===== src/rtl/nand_seq_pkg.sv =====
package nand_seq_pkg;

  typedef enum logic [1:0] {CYC_CMD, CYC_ADDR, CYC_DWR, CYC_DRD} cyc_kind_e;

  typedef enum logic [3:0] {
    S_IDLE, S_PCHK_CMD, S_PCHK_RD, S_PCHK_GAP, S_PCHK_RST,
    S_CMD1, S_ADDR, S_WDATA, S_CMD2,
    S_POLL_CMD, S_POLL_RD, S_POLL_GAP, S_RD_CMD, S_RDATA
  } seq_state_e;

  localparam logic [1:0] OP_READ  = 2'd0;
  localparam logic [1:0] OP_PROG  = 2'd1;
  localparam logic [1:0] OP_ERASE = 2'd2;

  localparam logic [1:0] RES_OK   = 2'd0;
  localparam logic [1:0] RES_FAIL = 2'd1;
  localparam logic [1:0] RES_TMO  = 2'd2;
  localparam logic [1:0] RES_REJ  = 2'd3;

  localparam logic [7:0] CMD_RD_SETUP = 8'h00;
  localparam logic [7:0] CMD_RD_GO    = 8'h30;
  localparam logic [7:0] CMD_PG_SETUP = 8'h80;
  localparam logic [7:0] CMD_PG_GO    = 8'h10;
  localparam logic [7:0] CMD_ER_SETUP = 8'h60;
  localparam logic [7:0] CMD_ER_GO    = 8'hD0;
  localparam logic [7:0] CMD_STATUS   = 8'h70;
  localparam logic [7:0] CMD_RESET    = 8'hFF;

  localparam int STAT_RDY_BIT  = 6;
  localparam int STAT_FAIL_BIT = 0;

endpackage


===== src/rtl/nand_bus_cycle.sv =====
module nand_bus_cycle
  import nand_seq_pkg::*;
#(
  parameter int STROBE_CYC = 2
) (
  input  logic       clk_i,
  input  logic       rst_ni,
  input  logic       go_i,
  input  cyc_kind_e  kind_i,
  input  logic [7:0] byte_i,
  output logic       idle_o,
  output logic       done_o,
  output logic [7:0] rd_byte_o,
  output logic       cle_o,
  output logic       ale_o,
  output logic       we_no,
  output logic       re_no,
  output logic       dq_oe_o,
  output logic [7:0] dq_o,
  input  logic [7:0] dq_i
);
  localparam int CW = (STROBE_CYC > 1) ? $clog2(STROBE_CYC) : 1;
  localparam logic [CW-1:0] LAST = CW'(STROBE_CYC - 1);

  typedef enum logic [1:0] {PH_IDLE, PH_LOW, PH_HIGH} phase_e;
  phase_e ph_q;
  logic [CW-1:0] cnt_q;

  assign idle_o = (ph_q == PH_IDLE);

  always_ff @(posedge clk_i or negedge rst_ni) begin
    if (!rst_ni) begin
      ph_q      <= PH_IDLE;
      cnt_q     <= '0;
      done_o    <= 1'b0;
      rd_byte_o <= '0;
      cle_o     <= 1'b0;
      ale_o     <= 1'b0;
      we_no     <= 1'b1;
      re_no     <= 1'b1;
      dq_oe_o   <= 1'b0;
      dq_o      <= '0;
    end else begin
      done_o <= 1'b0;
      case (ph_q)
        PH_IDLE: if (go_i) begin
          ph_q    <= PH_LOW;
          cnt_q   <= '0;
          cle_o   <= (kind_i == CYC_CMD);
          ale_o   <= (kind_i == CYC_ADDR);
          dq_oe_o <= (kind_i != CYC_DRD);
          dq_o    <= (kind_i == CYC_DRD) ? 8'h00 : byte_i;
          we_no   <= (kind_i == CYC_DRD);
          re_no   <= (kind_i != CYC_DRD);
        end
        PH_LOW: begin
          if (cnt_q == LAST) begin
            ph_q  <= PH_HIGH;
            cnt_q <= '0;
            we_no <= 1'b1;
            re_no <= 1'b1;
            if (!re_no) rd_byte_o <= dq_i;  // sample just before release
          end else begin
            cnt_q <= cnt_q + 1'b1;
          end
        end
        PH_HIGH: begin
          if (cnt_q == LAST) begin
            ph_q    <= PH_IDLE;
            done_o  <= 1'b1;
            cle_o   <= 1'b0;
            ale_o   <= 1'b0;
            dq_oe_o <= 1'b0;
          end else begin
            cnt_q <= cnt_q + 1'b1;
          end
        end
        default: ph_q <= PH_IDLE;
      endcase
    end
  end

  // strobe low-time monitor
  logic [CW:0] chk_low_q;
  always_ff @(posedge clk_i or negedge rst_ni) begin
    if (!rst_ni) chk_low_q <= '0;
    else if (!we_no || !re_no) chk_low_q <= chk_low_q + 1'b1;
    else chk_low_q <= '0;
  end

  assert_strobe_width_R8: assert property (@(posedge clk_i) disable iff (!rst_ni)
    ($rose(we_no) || $rose(re_no)) |-> chk_low_q == (CW+1)'(STROBE_CYC));
  assert_latch_excl_R8: assert property (@(posedge clk_i) disable iff (!rst_ni)
    !(cle_o && ale_o));
  assert_strobe_excl_R8: assert property (@(posedge clk_i) disable iff (!rst_ni)
    !(!we_no && !re_no));
  assert_we_drives_bus_R8: assert property (@(posedge clk_i) disable iff (!rst_ni)
    !we_no |-> dq_oe_o);

endmodule


===== src/rtl/nand_gap_timer.sv =====
module nand_gap_timer #(
  parameter int GAP_CYC = 50
) (
  input  logic clk_i,
  input  logic rst_ni,
  input  logic start_i,
  output logic expire_o
);
  localparam int GW = $clog2(GAP_CYC + 1);

  logic [GW-1:0] cnt_q;
  logic          run_q;

  assign expire_o = run_q && (cnt_q == '0);

  always_ff @(posedge clk_i or negedge rst_ni) begin
    if (!rst_ni) begin
      cnt_q <= '0;
      run_q <= 1'b0;
    end else if (start_i) begin
      cnt_q <= GW'(GAP_CYC - 1);
      run_q <= 1'b1;
    end else if (run_q) begin
      if (cnt_q == '0) run_q <= 1'b0;
      else cnt_q <= cnt_q - 1'b1;
    end
  end

endmodule


===== src/rtl/nand_req_check.sv =====
module nand_req_check
  import nand_seq_pkg::*;
#(
  parameter int DATA_BYTES      = 2048,
  parameter int SPARE_BYTES     = 64,
  parameter int PAGES_PER_BLOCK = 64,
  parameter int ROW_W           = 24,
  parameter int COL_W           = 12
) (
  input  logic [1:0]       op_i,
  input  logic [ROW_W-1:0] page_i,
  input  logic [COL_W-1:0] col_i,
  output logic             valid_o
);
  localparam int TOTAL = DATA_BYTES + SPARE_BYTES;

  logic blk_aligned;
  assign blk_aligned = ((page_i % ROW_W'(PAGES_PER_BLOCK)) == '0);

  always_comb begin
    case (op_i)
      OP_READ:  valid_o = (32'(col_i) < 32'(TOTAL));
      OP_PROG:  valid_o = (col_i == '0);
      OP_ERASE: valid_o = (col_i == '0) && blk_aligned;
      default:  valid_o = 1'b0;
    endcase
  end

endmodule


===== src/rtl/nand_op_seq.sv =====
module nand_op_seq
  import nand_seq_pkg::*;
#(
  parameter int DATA_BYTES      = 2048,
  parameter int SPARE_BYTES     = 64,
  parameter int PAGES_PER_BLOCK = 64,
  parameter int ROW_W           = 24,
  parameter int COL_W           = 12,
  parameter int POLL_MAX        = 100,
  parameter int POLL_GAP        = 50,
  parameter int STROBE_CYC      = 2
) (
  input  logic             clk_i,
  input  logic             rst_ni,
  input  logic             start_i,
  input  logic [1:0]       op_i,
  input  logic [ROW_W-1:0] page_i,
  input  logic [COL_W-1:0] col_i,
  output logic             busy_o,
  output logic             done_o,
  output logic [1:0]       result_o,
  input  logic [7:0]       wr_data_i,
  input  logic             wr_empty_i,
  output logic             wr_pop_o,
  output logic [7:0]       rd_data_o,
  output logic             rd_push_o,
  input  logic             rd_full_i,
  output logic             nand_ce_no,
  output logic             nand_cle_o,
  output logic             nand_ale_o,
  output logic             nand_we_no,
  output logic             nand_re_no,
  output logic [7:0]       nand_dq_o,
  output logic             nand_dq_oe_o,
  input  logic [7:0]       nand_dq_i
);
  localparam int TOTAL = DATA_BYTES + SPARE_BYTES;
  localparam int CNT_W = $clog2(TOTAL);
  localparam int PW    = $clog2(POLL_MAX + 1);

  seq_state_e       state_q;
  logic [1:0]       op_q;
  logic [ROW_W-1:0] page_q;
  logic [COL_W-1:0] col_q;
  logic [2:0]       addr_idx_q;
  logic [CNT_W-1:0] cnt_q;
  logic [PW-1:0]    poll_q;
  logic             rst_tried_q;
  logic             done_q;
  logic [1:0]       res_q;

  logic       req_ok;
  logic       eng_go, eng_idle, eng_done;
  cyc_kind_e  eng_kind;
  logic [7:0] eng_byte, eng_rd;
  logic       gap_start, gap_exp;
  logic       can_go, stat_rdy, poll_last, wr_last, rd_last;
  logic [23:0] row24;
  logic [15:0] col16;
  logic [7:0]  addr_byte, cmd_setup, cmd_go;

  nand_req_check #(
    .DATA_BYTES(DATA_BYTES), .SPARE_BYTES(SPARE_BYTES),
    .PAGES_PER_BLOCK(PAGES_PER_BLOCK), .ROW_W(ROW_W), .COL_W(COL_W)
  ) u_chk (.op_i(op_i), .page_i(page_i), .col_i(col_i), .valid_o(req_ok));

  nand_bus_cycle #(.STROBE_CYC(STROBE_CYC)) u_bus (
    .clk_i(clk_i), .rst_ni(rst_ni), .go_i(eng_go), .kind_i(eng_kind),
    .byte_i(eng_byte), .idle_o(eng_idle), .done_o(eng_done), .rd_byte_o(eng_rd),
    .cle_o(nand_cle_o), .ale_o(nand_ale_o), .we_no(nand_we_no), .re_no(nand_re_no),
    .dq_oe_o(nand_dq_oe_o), .dq_o(nand_dq_o), .dq_i(nand_dq_i)
  );

  nand_gap_timer #(.GAP_CYC(POLL_GAP)) u_gap (
    .clk_i(clk_i), .rst_ni(rst_ni), .start_i(gap_start), .expire_o(gap_exp)
  );

  assign busy_o     = (state_q != S_IDLE);
  assign nand_ce_no = (state_q == S_IDLE);
  assign done_o     = done_q;
  assign result_o   = res_q;
  assign rd_data_o  = eng_rd;
  assign rd_push_o  = (state_q == S_RDATA) && eng_done;

  assign can_go    = eng_idle && !eng_done;
  assign stat_rdy  = eng_rd[STAT_RDY_BIT];
  assign poll_last = (poll_q == PW'(POLL_MAX - 1));
  assign wr_last   = (cnt_q == CNT_W'(TOTAL - 1));
  assign rd_last   = ((32'(cnt_q) + 32'(col_q)) == 32'(TOTAL - 1));
  assign row24     = 24'(page_q);
  assign col16     = 16'(col_q);
  assign gap_start = ((state_q == S_PCHK_RD) || (state_q == S_POLL_RD)) &&
                     eng_done && !stat_rdy && !poll_last;

  always_comb begin
    case (addr_idx_q)
      3'd0:    addr_byte = col16[7:0];
      3'd1:    addr_byte = col16[15:8];
      3'd2:    addr_byte = row24[7:0];
      3'd3:    addr_byte = row24[15:8];
      default: addr_byte = row24[23:16];
    endcase
    case (op_q)
      OP_PROG:  begin cmd_setup = CMD_PG_SETUP; cmd_go = CMD_PG_GO; end
      OP_ERASE: begin cmd_setup = CMD_ER_SETUP; cmd_go = CMD_ER_GO; end
      default:  begin cmd_setup = CMD_RD_SETUP; cmd_go = CMD_RD_GO; end
    endcase
  end

  always_comb begin
    eng_go   = 1'b0;
    eng_kind = CYC_CMD;
    eng_byte = 8'h00;
    wr_pop_o = 1'b0;
    case (state_q)
      S_PCHK_CMD, S_POLL_CMD: begin eng_go = can_go; eng_byte = CMD_STATUS; end
      S_PCHK_RST: begin eng_go = can_go; eng_byte = CMD_RESET; end
      S_CMD1:     begin eng_go = can_go; eng_byte = cmd_setup; end
      S_CMD2:     begin eng_go = can_go; eng_byte = cmd_go; end
      S_RD_CMD:   begin eng_go = can_go; eng_byte = CMD_RD_SETUP; end
      S_ADDR: begin
        eng_go = can_go; eng_kind = CYC_ADDR; eng_byte = addr_byte;
      end
      S_WDATA: begin
        eng_go   = can_go && !wr_empty_i;
        eng_kind = CYC_DWR;
        eng_byte = wr_data_i;
        wr_pop_o = eng_go;
      end
      S_PCHK_RD, S_POLL_RD: begin eng_go = can_go; eng_kind = CYC_DRD; end
      S_RDATA: begin eng_go = can_go && !rd_full_i; eng_kind = CYC_DRD; end
      default: ;
    endcase
  end

  always_ff @(posedge clk_i or negedge rst_ni) begin
    if (!rst_ni) begin
      state_q     <= S_IDLE;
      op_q        <= OP_READ;
      page_q      <= '0;
      col_q       <= '0;
      addr_idx_q  <= '0;
      cnt_q       <= '0;
      poll_q      <= '0;
      rst_tried_q <= 1'b0;
      done_q      <= 1'b0;
      res_q       <= RES_OK;
    end else begin
      done_q <= 1'b0;
      case (state_q)
        S_IDLE: if (start_i) begin
          if (req_ok) begin
            op_q        <= op_i;
            page_q      <= page_i;
            col_q       <= (op_i == OP_READ) ? col_i : '0;
            addr_idx_q  <= (op_i == OP_ERASE) ? 3'd2 : 3'd0;
            poll_q      <= '0;
            rst_tried_q <= 1'b0;
            state_q     <= (op_i == OP_READ) ? S_CMD1 : S_PCHK_CMD;
          end else begin
            done_q <= 1'b1;
            res_q  <= RES_REJ;
          end
        end
        S_PCHK_CMD: if (eng_done) state_q <= S_PCHK_RD;
        S_PCHK_RD: if (eng_done) begin
          if (stat_rdy) state_q <= S_CMD1;
          else if (poll_last) begin
            poll_q <= '0;
            if (rst_tried_q) begin
              state_q <= S_IDLE; done_q <= 1'b1; res_q <= RES_TMO;
            end else state_q <= S_PCHK_RST;
          end else begin
            poll_q  <= poll_q + 1'b1;
            state_q <= S_PCHK_GAP;
          end
        end
        S_PCHK_GAP: if (gap_exp) state_q <= S_PCHK_RD;
        S_PCHK_RST: if (eng_done) begin
          rst_tried_q <= 1'b1;
          state_q     <= S_PCHK_CMD;
        end
        S_CMD1: if (eng_done) state_q <= S_ADDR;
        S_ADDR: if (eng_done) begin
          if (addr_idx_q == 3'd4) begin
            cnt_q   <= '0;
            state_q <= (op_q == OP_PROG) ? S_WDATA : S_CMD2;
          end else addr_idx_q <= addr_idx_q + 1'b1;
        end
        S_WDATA: if (eng_done) begin
          if (wr_last) state_q <= S_CMD2;
          else cnt_q <= cnt_q + 1'b1;
        end
        S_CMD2: if (eng_done) begin
          poll_q  <= '0;
          state_q <= S_POLL_CMD;
        end
        S_POLL_CMD: if (eng_done) state_q <= S_POLL_RD;
        S_POLL_RD: if (eng_done) begin
          if (stat_rdy) begin
            if (op_q == OP_READ) begin
              cnt_q   <= '0;
              state_q <= S_RD_CMD;
            end else begin
              state_q <= S_IDLE;
              done_q  <= 1'b1;
              res_q   <= eng_rd[STAT_FAIL_BIT] ? RES_FAIL : RES_OK;
            end
          end else if (poll_last) begin
            state_q <= S_IDLE; done_q <= 1'b1; res_q <= RES_TMO;
          end else begin
            poll_q  <= poll_q + 1'b1;
            state_q <= S_POLL_GAP;
          end
        end
        S_POLL_GAP: if (gap_exp) state_q <= S_POLL_RD;
        S_RD_CMD: if (eng_done) state_q <= S_RDATA;
        S_RDATA: if (eng_done) begin
          if (rd_last) begin
            state_q <= S_IDLE; done_q <= 1'b1; res_q <= RES_OK;
          end else cnt_q <= cnt_q + 1'b1;
        end
        default: state_q <= S_IDLE;
      endcase
    end
  end

  assert_strobe_in_ce_R9: assert property (@(posedge clk_i) disable iff (!rst_ni)
    (!nand_we_no || !nand_re_no) |-> !nand_ce_no);
  assert_reject_quiet_R1: assert property (@(posedge clk_i) disable iff (!rst_ni)
    (done_q && res_q == RES_REJ) |-> (nand_ce_no && $past(nand_ce_no)));
  assert_poll_bound_R6: assert property (@(posedge clk_i) disable iff (!rst_ni)
    (state_q == S_POLL_RD || state_q == S_PCHK_RD) |-> poll_q < PW'(POLL_MAX));
  assert_pop_strobes_data_R3: assert property (@(posedge clk_i) disable iff (!rst_ni)
    wr_pop_o |=> (!nand_we_no && !nand_cle_o && !nand_ale_o));
  assert_rd_stall_R10: assert property (@(posedge clk_i) disable iff (!rst_ni)
    (state_q == S_RDATA && rd_full_i && can_go) |=> nand_re_no);

endmodule


===== config.mk =====
export PLATFORM = sky130hd
export DESIGN_NAME = nand_op_seq
export DESIGN_NICKNAME = d
export VERILOG_FILES = /design/src/rtl/nand_seq_pkg.sv /design/src/rtl/nand_bus_cycle.sv /design/src/rtl/nand_gap_timer.sv /design/src/rtl/nand_req_check.sv /design/src/rtl/nand_op_seq.sv
export SDC_FILE = /design/constraint.sdc
export NUM_CORES = 1
export LEC_CHECK = 0
export BUFFER_PORTS_ARGS = -buffer_cell sky130_fd_sc_hd__buf_2
export CAP_MARGIN = 20
export CORE_MARGIN = 2
export CORE_UTILIZATION = 30
export CTS_CLUSTER_DIAMETER = 60
export DETAILED_ROUTE_END_ITERATION = 8
export GPL_TIMING_DRIVEN = 0
export PLACE_DENSITY_LB_ADDON = 0.1
export SLEW_MARGIN = 0
export SYNTH_ARGS = -nofsm -noshare
export SYNTH_HDL_FRONTEND = slang
export SYNTH_SLANG_ARGS = --single-unit

===== constraint.sdc =====
create_clock -name clk_i -period 4.3 [get_ports clk_i]
set_input_delay 0.43 -clock clk_i [delete_from_list [all_inputs] [get_ports clk_i]]
set_output_delay 0.43 -clock clk_i [all_outputs]
set_load 0.01 [all_outputs]

# After elaboration in Yosys (flattened, before gate mapping)
# Cells that the tools add are included.
word_totals:
  register_bits: 100
  inputBits: 59
  elab_cells: 266
op_classes:
  n_bitwise: 1
  reduce_logical: 51
  n_mux: 121
  add_sub_neg: 6
  order_cmp: 1
  eq_ne: 64
ops:
  columns: ["cell", "count"]
  rows:
  - ["12-bit two-way mux", 10]
  - ["4-bit two-way mux", 24]
  - ["7-bit two-way mux", 9]
  - ["4-bit one-hot mux with 14 select lines", 1]
  - ["12-bit one-hot mux with 4 select lines", 1]
  - ["8-bit one-hot mux with 6 select lines", 1]
  - ["2-bit != test (second input constant)", 18]
  - ["2-bit two-way mux", 16]
  - ["2-bit by 1-bit != test with 1-bit output (second input constant)", 16]
  - ["8-bit one-hot mux with 2 select lines", 2]
  - ["8-bit one-hot mux with 4 select lines", 1]
  - ["1-bit two-way mux", 31]
  - ["7-bit one-hot mux with 4 select lines", 1]
  - ["4-bit == test (second input constant)", 6]
  - ["24-bit logical NOT", 1]
  - ["3-bit two-way mux", 6]
  - ["6-bit two-way mux", 3]
  - ["18-bit AND reduction", 1]
  - ["4-bit by 3-bit == test with 1-bit output (second input constant)", 4]
  - ["4-bit nonzero test", 4]
  - ["3-bit AND reduction", 5]
  - ["12-bit by 12-bit adder with 13-bit output", 1]
  - ["13-bit by 12-bit == test with 1-bit output (second input constant)", 1]
  - ["12-bit by 1-bit adder with 12-bit output (second input constant)", 1]
  - ["43 further kinds", 80]

# Longest topological paths before layout
# Gate-level depths: netlist of run 1.
logic_depth:
  ltp_word: 7
  mapped_depth: 12
  ltp_nobuf: 11

# By module
# From an unflattened synthesis of run 1, not the netlist that was laid out.
unflattened:
  cells_unflattened: 667
  hier_area_um2: 6206.0
modules_own_cells:
  columns: ["mod", "instances", "cells_per_inst", "area_each_um2"]
  rows:
  - ["nand_op_seq", 1, 532, 4619.4]
  - ["nand_bus_cycle", 1, 81, 1097.3]
  - ["nand_gap_timer", 1, 45, 417.9]
  - ["nand_req_check", 1, 9, 71.3]

# Worst setup path after synthesis of run 1
# OpenSTA, ideal clock, no wires.
synth_timing:
  kind: "register -> register"
  startpoint: "register cnt_q[0]"
  endpoint: "register res_q[1], in the netlist result_o[1]"
  synth_period_minus_slack_ns: 3.129
  setup_slack_ns: 1.171
  path_stages_with_launch: 12
  t_arrival_ns: 3.004
  setup_time_ns: 0.125
  path_buffers: 0
  t_required_ns: 4.175
  cell_sequence: "dfrtp_1 ha_1 inv_1 fa_1 or3b_1 a221oi_1 nand3_1 nor3_1 and4_1 nand3_1 a22o_1 mux2_4"
synth_between:
  elab_chain_cells: 4
synth_rtl:
  columns: ["element", "line", "source"]
  rows:
  - ["start, declared", "nand_op_seq.sv:46", "logic [CNT_W-1:0] cnt_q;"]
  - ["start signal, assigned", "nand_op_seq.sv:192", "else cnt_q <= cnt_q + 1'b1;"]
  - ["start signal, assigned", "nand_op_seq.sv:221", "end else cnt_q <= cnt_q + 1'b1;"]
  - ["12-bit by 12-bit adder with 13-bit output", "nand_op_seq.sv:89", "assign rd_last = ((32'(cnt_q) + 32'(col_q)) == 32'(TOTAL - 1));"]
  - ["13-bit by 12-bit == test with 1-bit output", "nand_op_seq.sv:89", null]
  - ["2-bit != test (no source line)", null, null]
  - ["12-bit AND reduction (no source line)", null, null]
  - ["end signal, assigned", "nand_op_seq.sv:207", "res_q <= eng_rd[STAT_FAIL_BIT] ? RES_FAIL : RES_OK;"]
  - ["end, declared", "nand_op_seq.sv:50", "logic [1:0] res_q;"]
# Every way passes these cells.
# A chain may end at the register's enable or synchronous reset.

# Final worst setup path of run 1
# Ends and elaborated chain as after synthesis.

==> impl_metrics.yaml, run 1 <==
yosys:
  synth_top_area_share_pct: 39.8
  syn_avg_cell_area_sq_um: 9.09
  ys_ff_latch: 100
  synth_nets: 767
  synth.area.top_cells: "dfrtp_1, mux2_2, ha_1, o21ai_0, nand2_1"
  syn_area_sq_um: 6160
  async_flop_share_pct: 100
  synth_edf_count: 0
  synth_top_flop_cell: "dfrtp_1"
  synth.distinct_cells: 76
  ys_warn_count: 0
  postSynthCellCount: 678
  ys_seq_area_share_pct: 40.6
  synth_top_cell_by_area: "dfrtp_1"
placement:
  dp_worst_setup_slack_ns: 0.696
  portBuffers: 86
  hpwl_um: 14700
  postPlaceCellArea_sq_um: 6970
  finalWeightedCongestion: 0.857
  dp.cells: 1036
route:
  antenna_left: 0
  drt-initial-drc-count: 445
  first_pass_iters: 5
  vias: 5716
  wl_um: 19000
  drt-wirelength-per-cell_um: 18.1
  drc: 0
  viasPerCell: 5.43
grt:
  grt_pass1_vias: 5577
  antenna_found_initial: 0
  gr-total-overflow: 0
  grt_pass1_wl_um: 30500
  grt_usage_pct: 17.7
  grt_max_degree: 53
clock_network:
  clockBufferDepth: 2
  cts_tree: "done"
  post_cts_buffers: 0
  ctsHoldBuffers: 0
  clk_latency_ns: 0.35
  cts_sinks: 100
  htreeDepth: 3
  cts_root_buf: "clkbuf_16"
  path_clk_slew_ns: 0.07
  cts_made_buffers: 9
  cts.repair.resized: 0
cells_and_area:
  syn_to_final_growth_pct: 17.9
  diodes: 0
  final_cell_mix: "dfrtp_1, buf_2, nand2_1"
  final_common_cell: "dfrtp_1"
  layout.nets: 866
  layout-drive-gt1-share_pct: 20.1
  fin_util_pct: 36.0
  instances_no_fill: 1052
  final_area_sq_um: 7270
worst_setup_path:
  cp_cell_sequence: "ha_1 -> inv_1 -> fa_1 -> or3b_1 -> a221oi_1 -> nand3_1 -> nor3_1 -> and4_1 -> nand3_1 -> a22o_1 -> mux2_4"
  rrSetupSlack_ns: 0.70
  slowest_stage: "dfrtp_1"
  crit_fanout: 7
  critical_path_class: "reg2reg"
  slowest_delay_ns: 0.43
  critPathMostFrequentCell: "nand3_1"
  crit_required_ns: 4.54
  worst_setup_path_end_kind: "register"
  cp.arrival_ns: 3.84
  rr_worst_depth: 11
  crit_path_start_kind: "register"
timing:
  setup_viol: 0
  whs_ns: 0.117
  worst_clock_skew_ns: 0.0102
  post-route-period-util_pct: 83.6
  rsz0062_at_grt: "no"
  fin_crit_ns: 3.60
  max_clock_freq_mhz: 278
  finalMaxSlewViolations: 0
  worstMarginPinSlew_ns: 0.925
  tns_ns: 0
  hold_viol: 0
  finalWorstSetupSlack_ns: 0.705
  max_slew_margin_pct: 37.8
floorplanning:
  core_area_sq_um: 20200
  io_pins: 87
  die_w_um: 147
  die_area_sq_um: 21700
  die_y_um: 147
  rows: 52
  start_util_pct: 30.6
flow_run:
  drv_cap: 0
power:
  p_per_area_nw_per_um2: 554
  total_power_mw: 4.03
  vdd_drop_max_uv: 271
  p_leak_nw: 3.21
outcome:
  status: "finished clean"
hold_path:
  min_path_type: "in2async"
## worst max-delay path: cells and delay by family, from the launching register on
family | cells | cell delay, ns
AND/OR/NAND/NOR | 5 | 1.31
flip-flops | 1 | 0.43
buffers and inverters | 1 | 0.07
AO/OA/AOI/OAI | 2 | 0.69
adder cells (fa/ha/maj) | 2 | 0.67
multiplexers | 1 | 0.31
## cell families (layout without fill, tap and decap cells)
kind of cell / count (synthesis) / after routing / synth area share (%)
mux: 39 / 39 / 7.10
flops: 100 / 100 / 40.6
fa+ha+maj: 30 / 30 / 6.21
buf+inv: 67 / 171 / 4.26
xor+xnor: 7 / 7 / 0.995
simple gates: 233 / 233 / 18.6
compound gates: 202 / 202 / 22.2
## power breakdown
part / internal (mW) / switching [mW] / leakage [nW] / total, mW
clock: 0.460 / 0.393 / 0.143 / 0.852
sequential: 1.22 / 0.195 / 1.31 / 1.41
combinational: 0.669 / 1.09 / 1.75 / 1.76
## synth_stat cells, drive strengths merged (4+ instances only)
| cell type | n |
|---|---|
| and2 | 6 |
| nor2 | 45 |
| nor3 | 12 |
| o21a | 4 |
| nand4b | 5 |
| mux2 | 35 |
| clkbuf | 26 |
| or3 | 4 |
| o41ai | 4 |
| dfrtp | 98 |
| a22o | 8 |
| or4 | 5 |
| ha | 29 |
| a222oi | 7 |
| nor2b | 7 |
| o211ai | 6 |
| nor4 | 11 |
| a211oi | 7 |
| a31oi | 8 |
| nand2 | 88 |
| inv | 35 |
| o2111ai | 5 |
| xnor2 | 4 |
| and3 | 6 |
| a21oi | 35 |
| nor3b | 4 |
| buf | 6 |
| mux2i | 4 |
| nand3 | 25 |
| o21ai | 72 |
| o31ai | 12 |
| a221oi | 6 |
## registers in the layout, summed over array words and instances (netlist names), 3 cells and up
| name | flops |
|---|---|
| page_q | 24 |
| cnt_q | 12 |
| col_q | 12 |
| u_bus.dq_o | 8 |
| u_bus.rd_byte_o | 8 |
| poll_q | 7 |
| u_gap.cnt_q | 6 |
| state_q | 4 |
| addr_idx_q | 3 |
## cell type report
cell class,count,area [sq um]
fill,2100,12900
multi-input combinational,511,3400
sequential,100,2500
timing repair buffer,88,465
tap,270,338
clock buffer,10,229
buffer,32,131
inverter,35,131
clock inverter,6,72.6
## worst paths after layout
| kind | start | to |
|---|---|---|
| max | cnt_q[0] | result_o[1] |
| min | rst_ni | u_bus.rd_byte_o[2] |
| max reg2reg | cnt_q[0] | result_o[1] |
| min reg2reg | u_bus.dq_o[3] | u_bus.dq_o[3] |
| max in group asynchronous | rst_ni | u_bus.re_no |
| min in group clk_i | start_i | rst_tried_q |
## layer usage
layer | vias up | track usage (%) | routed length [um]
met3 | 24 | 3.23 | 973
met2 | 179 | 28.2 | 8820
met5 | - | 0 | 0
li1 | 2710 | - | -
met4 | 0 | 4.76 | 308
met1 | 2803 | 24.7 | 8920
(Power assumes the default switching activity.)
==> run 2: changes to the inputs <==
- clock period: 4.3 -> 3.2 ns (I/O delays scaled with it)
==> run 2 against run 1 <==
Compared with the run above: setup slack got worse by 0.60 ns; maximum frequency increased by 16%; design area increased by 2.3%; hold slack got worse by 0.11 ns; via count increased by 0.23%; register-to-register slack got worse by 0.60 ns; clock skew decreased by 0.00086 ns; utilization increased by 0.82 points.
==> impl_metrics.yaml, run 2 (same netlist as run 1, synthesis figures left out) <==
cells_and_area:
  largest_reg_flops: 24
  syn_to_final_growth_pct: 20.6
  final_common_cell: "dfrtp_1"
  final_cell_mix: "dfrtp_1, buf_2, nand2_1"
  layout-drive-gt1-share_pct: 22.9
  largestRegisters: "page_q: 24 flops, cnt_q: 12 flops, col_q: 12 flops"
  fillers: 2085
  layout.nets: 870
  regMostFlops: "page_q"
grt:
  grt_pass1_wl_um: 30600
  gr-total-overflow: 0
  grt_pass1_vias: 5588
  grt_usage_pct: 17.7
  antenna_found_initial: 0
  grt_max_degree: 53
floorplanning:
  die_w_um: 147
  die_y_um: 147
  start_util_pct: 30.6
  io_pins: 87
  die_area_sq_um: 21700
  core_area_sq_um: 20200
  rows: 52
clock_network:
  cts_sinks: 100
  path_clk_slew_ns: 0.07
  ctsHoldBuffers: 0
  cts_root_buf: "clkbuf_16"
  htreeDepth: 3
  cts_made_buffers: 9
  clockBufferDepth: 2
  cts_tree: "done"
  clk_latency_ns: 0.35
worst_setup_path:
  critical_path_class: "reg2reg"
  slowest_stage: "or4_1"
  crit_fanout: 3
  slowest_delay_ns: 0.53
  cp_cell_sequence: "ha_4 -> inv_1 -> fa_1 -> nor2b_2 -> o2111ai_1 -> and2_1 -> a2111oi_2 -> or4_4 -> nor3_4 -> or4_1 -> a31o_1"
  crit_path_start_kind: "register"
  worst_setup_path_end_kind: "register"
  crit_required_ns: 3.44
  cp.arrival_ns: 3.34
route:
  wl_um: 19100
  vias: 5729
  first_pass_iters: 5
  drc: 0
  drt-initial-drc-count: 429
  viasPerCell: 5.42
  antenna_left: 0
  drt-wirelength-per-cell_um: 18.1
timing:
  fin_crit_ns: 3.10
  finalWorstSetupSlack_ns: 0.101
  hold_viol: 0
  max_clock_freq_mhz: 323
  rsz0062_at_grt: "yes"
  max_slew_margin_pct: 40.4
  worst_clock_skew_ns: 0.00931
  whs_ns: 0.00695
  setup_viol: 0
  tns_ns: 0
  post-route-period-util_pct: 96.8
  worstMarginPinSlew_ns: 0.886
  finalMaxSlewViolations: 0
placement:
  finalWeightedCongestion: 0.857
  hpwl_um: 14700
  dp_worst_setup_slack_ns: -0.404
  portBuffers: 86
flow_run:
  drv_cap: 0
power:
  total_power_mw: 5.45
  p_per_area_nw_per_um2: 733
  vdd_drop_max_uv: 364
  p_leak_nw: 3.24
hold_path:
  min_path_type: "in2async"
outcome:
  status: "finished clean"
[run 2: final timing paths]
| kind | cells past startpoint | from | end | slack, ns |
|---|---|---|---|---|
| worst max-delay path | 11 | col_q[0] | cnt_q[9] | 0.10 |
| worst min-delay path | 1 | rst_ni | u_bus.rd_byte_o[2] | 0.007 |
| min in group clk_i | 2 | start_i | rst_tried_q | 0.19 |
| max in group asynchronous | 2 | rst_ni | u_bus.re_no | 2.47 |
| worst min register to register | 2 | u_bus.dq_o[3] | u_bus.dq_o[3] | 0.48 |
| worst max register to register | 11 | col_q[0] | cnt_q[9] | 0.10 |
[run 2: cell type report]
| cell class | instances | area [sq um] | share of cell area (%) |
|---|---|---|---|
| multi-input combinational | 511 | 3520 | 47.4 |
| inverter | 35 | 131 | 1.77 |
| clock inverter | 6 | 72.6 | 0.976 |
| antenna | 1 | 2.50 | 0.0337 |
| timing repair buffer | 94 | 510 | 6.87 |
| sequential | 100 | 2500 | 33.7 |
| buffer | 30 | 124 | 1.67 |
| tap | 270 | 338 | 4.54 |
| clock buffer | 10 | 229 | 3.08 |
[run 2: routing by layer]
layer	GRT usage, %	share of wire [%]	up-vias
met3	3.23	4.8	27
met4	4.76	1.7	0
li1	-	-	2718
met2	28.3	46	162
met1	24.7	47	2822
met5	0	0	-
[run 2: critical path: cells and delay by family, from the launching register on]
kind	cells	cell delay, ns
flip-flops	1	0.41
buffers and inverters	1	0.05
adder cells (fa/ha/maj)	2	0.58
AND/OR/NAND/NOR	5	1.25
AO/OA/AOI/OAI	3	0.70
[run 2: timing repair]
item / in CTS / in global routing
setup endpoints to repair: 14 / 16
pin swaps: 4 / 8
buffers inserted: 3 / 3
resized for setup: 9 / 13
[run 2: where the power goes]
group | total, mW | switching, mW | internal, mW
sequential | 1.90 | 0.261 | 1.64
combinational | 2.40 | 1.48 | 0.918
clock | 1.15 | 0.529 | 0.618
total | 5.45 | 2.27 | 3.17
[run 2: per-stage QoR]
step                      instance area (sq um)  std cells  util (%)
after floorplan                            6160        678         -
after global placement                     6930       1034      34.4
after detailed placement                   6970       1036      34.5
after CTS                                  7340       1055      36.4
after global routing                       7430       1056      36.9
final                                      7440       1057      36.9
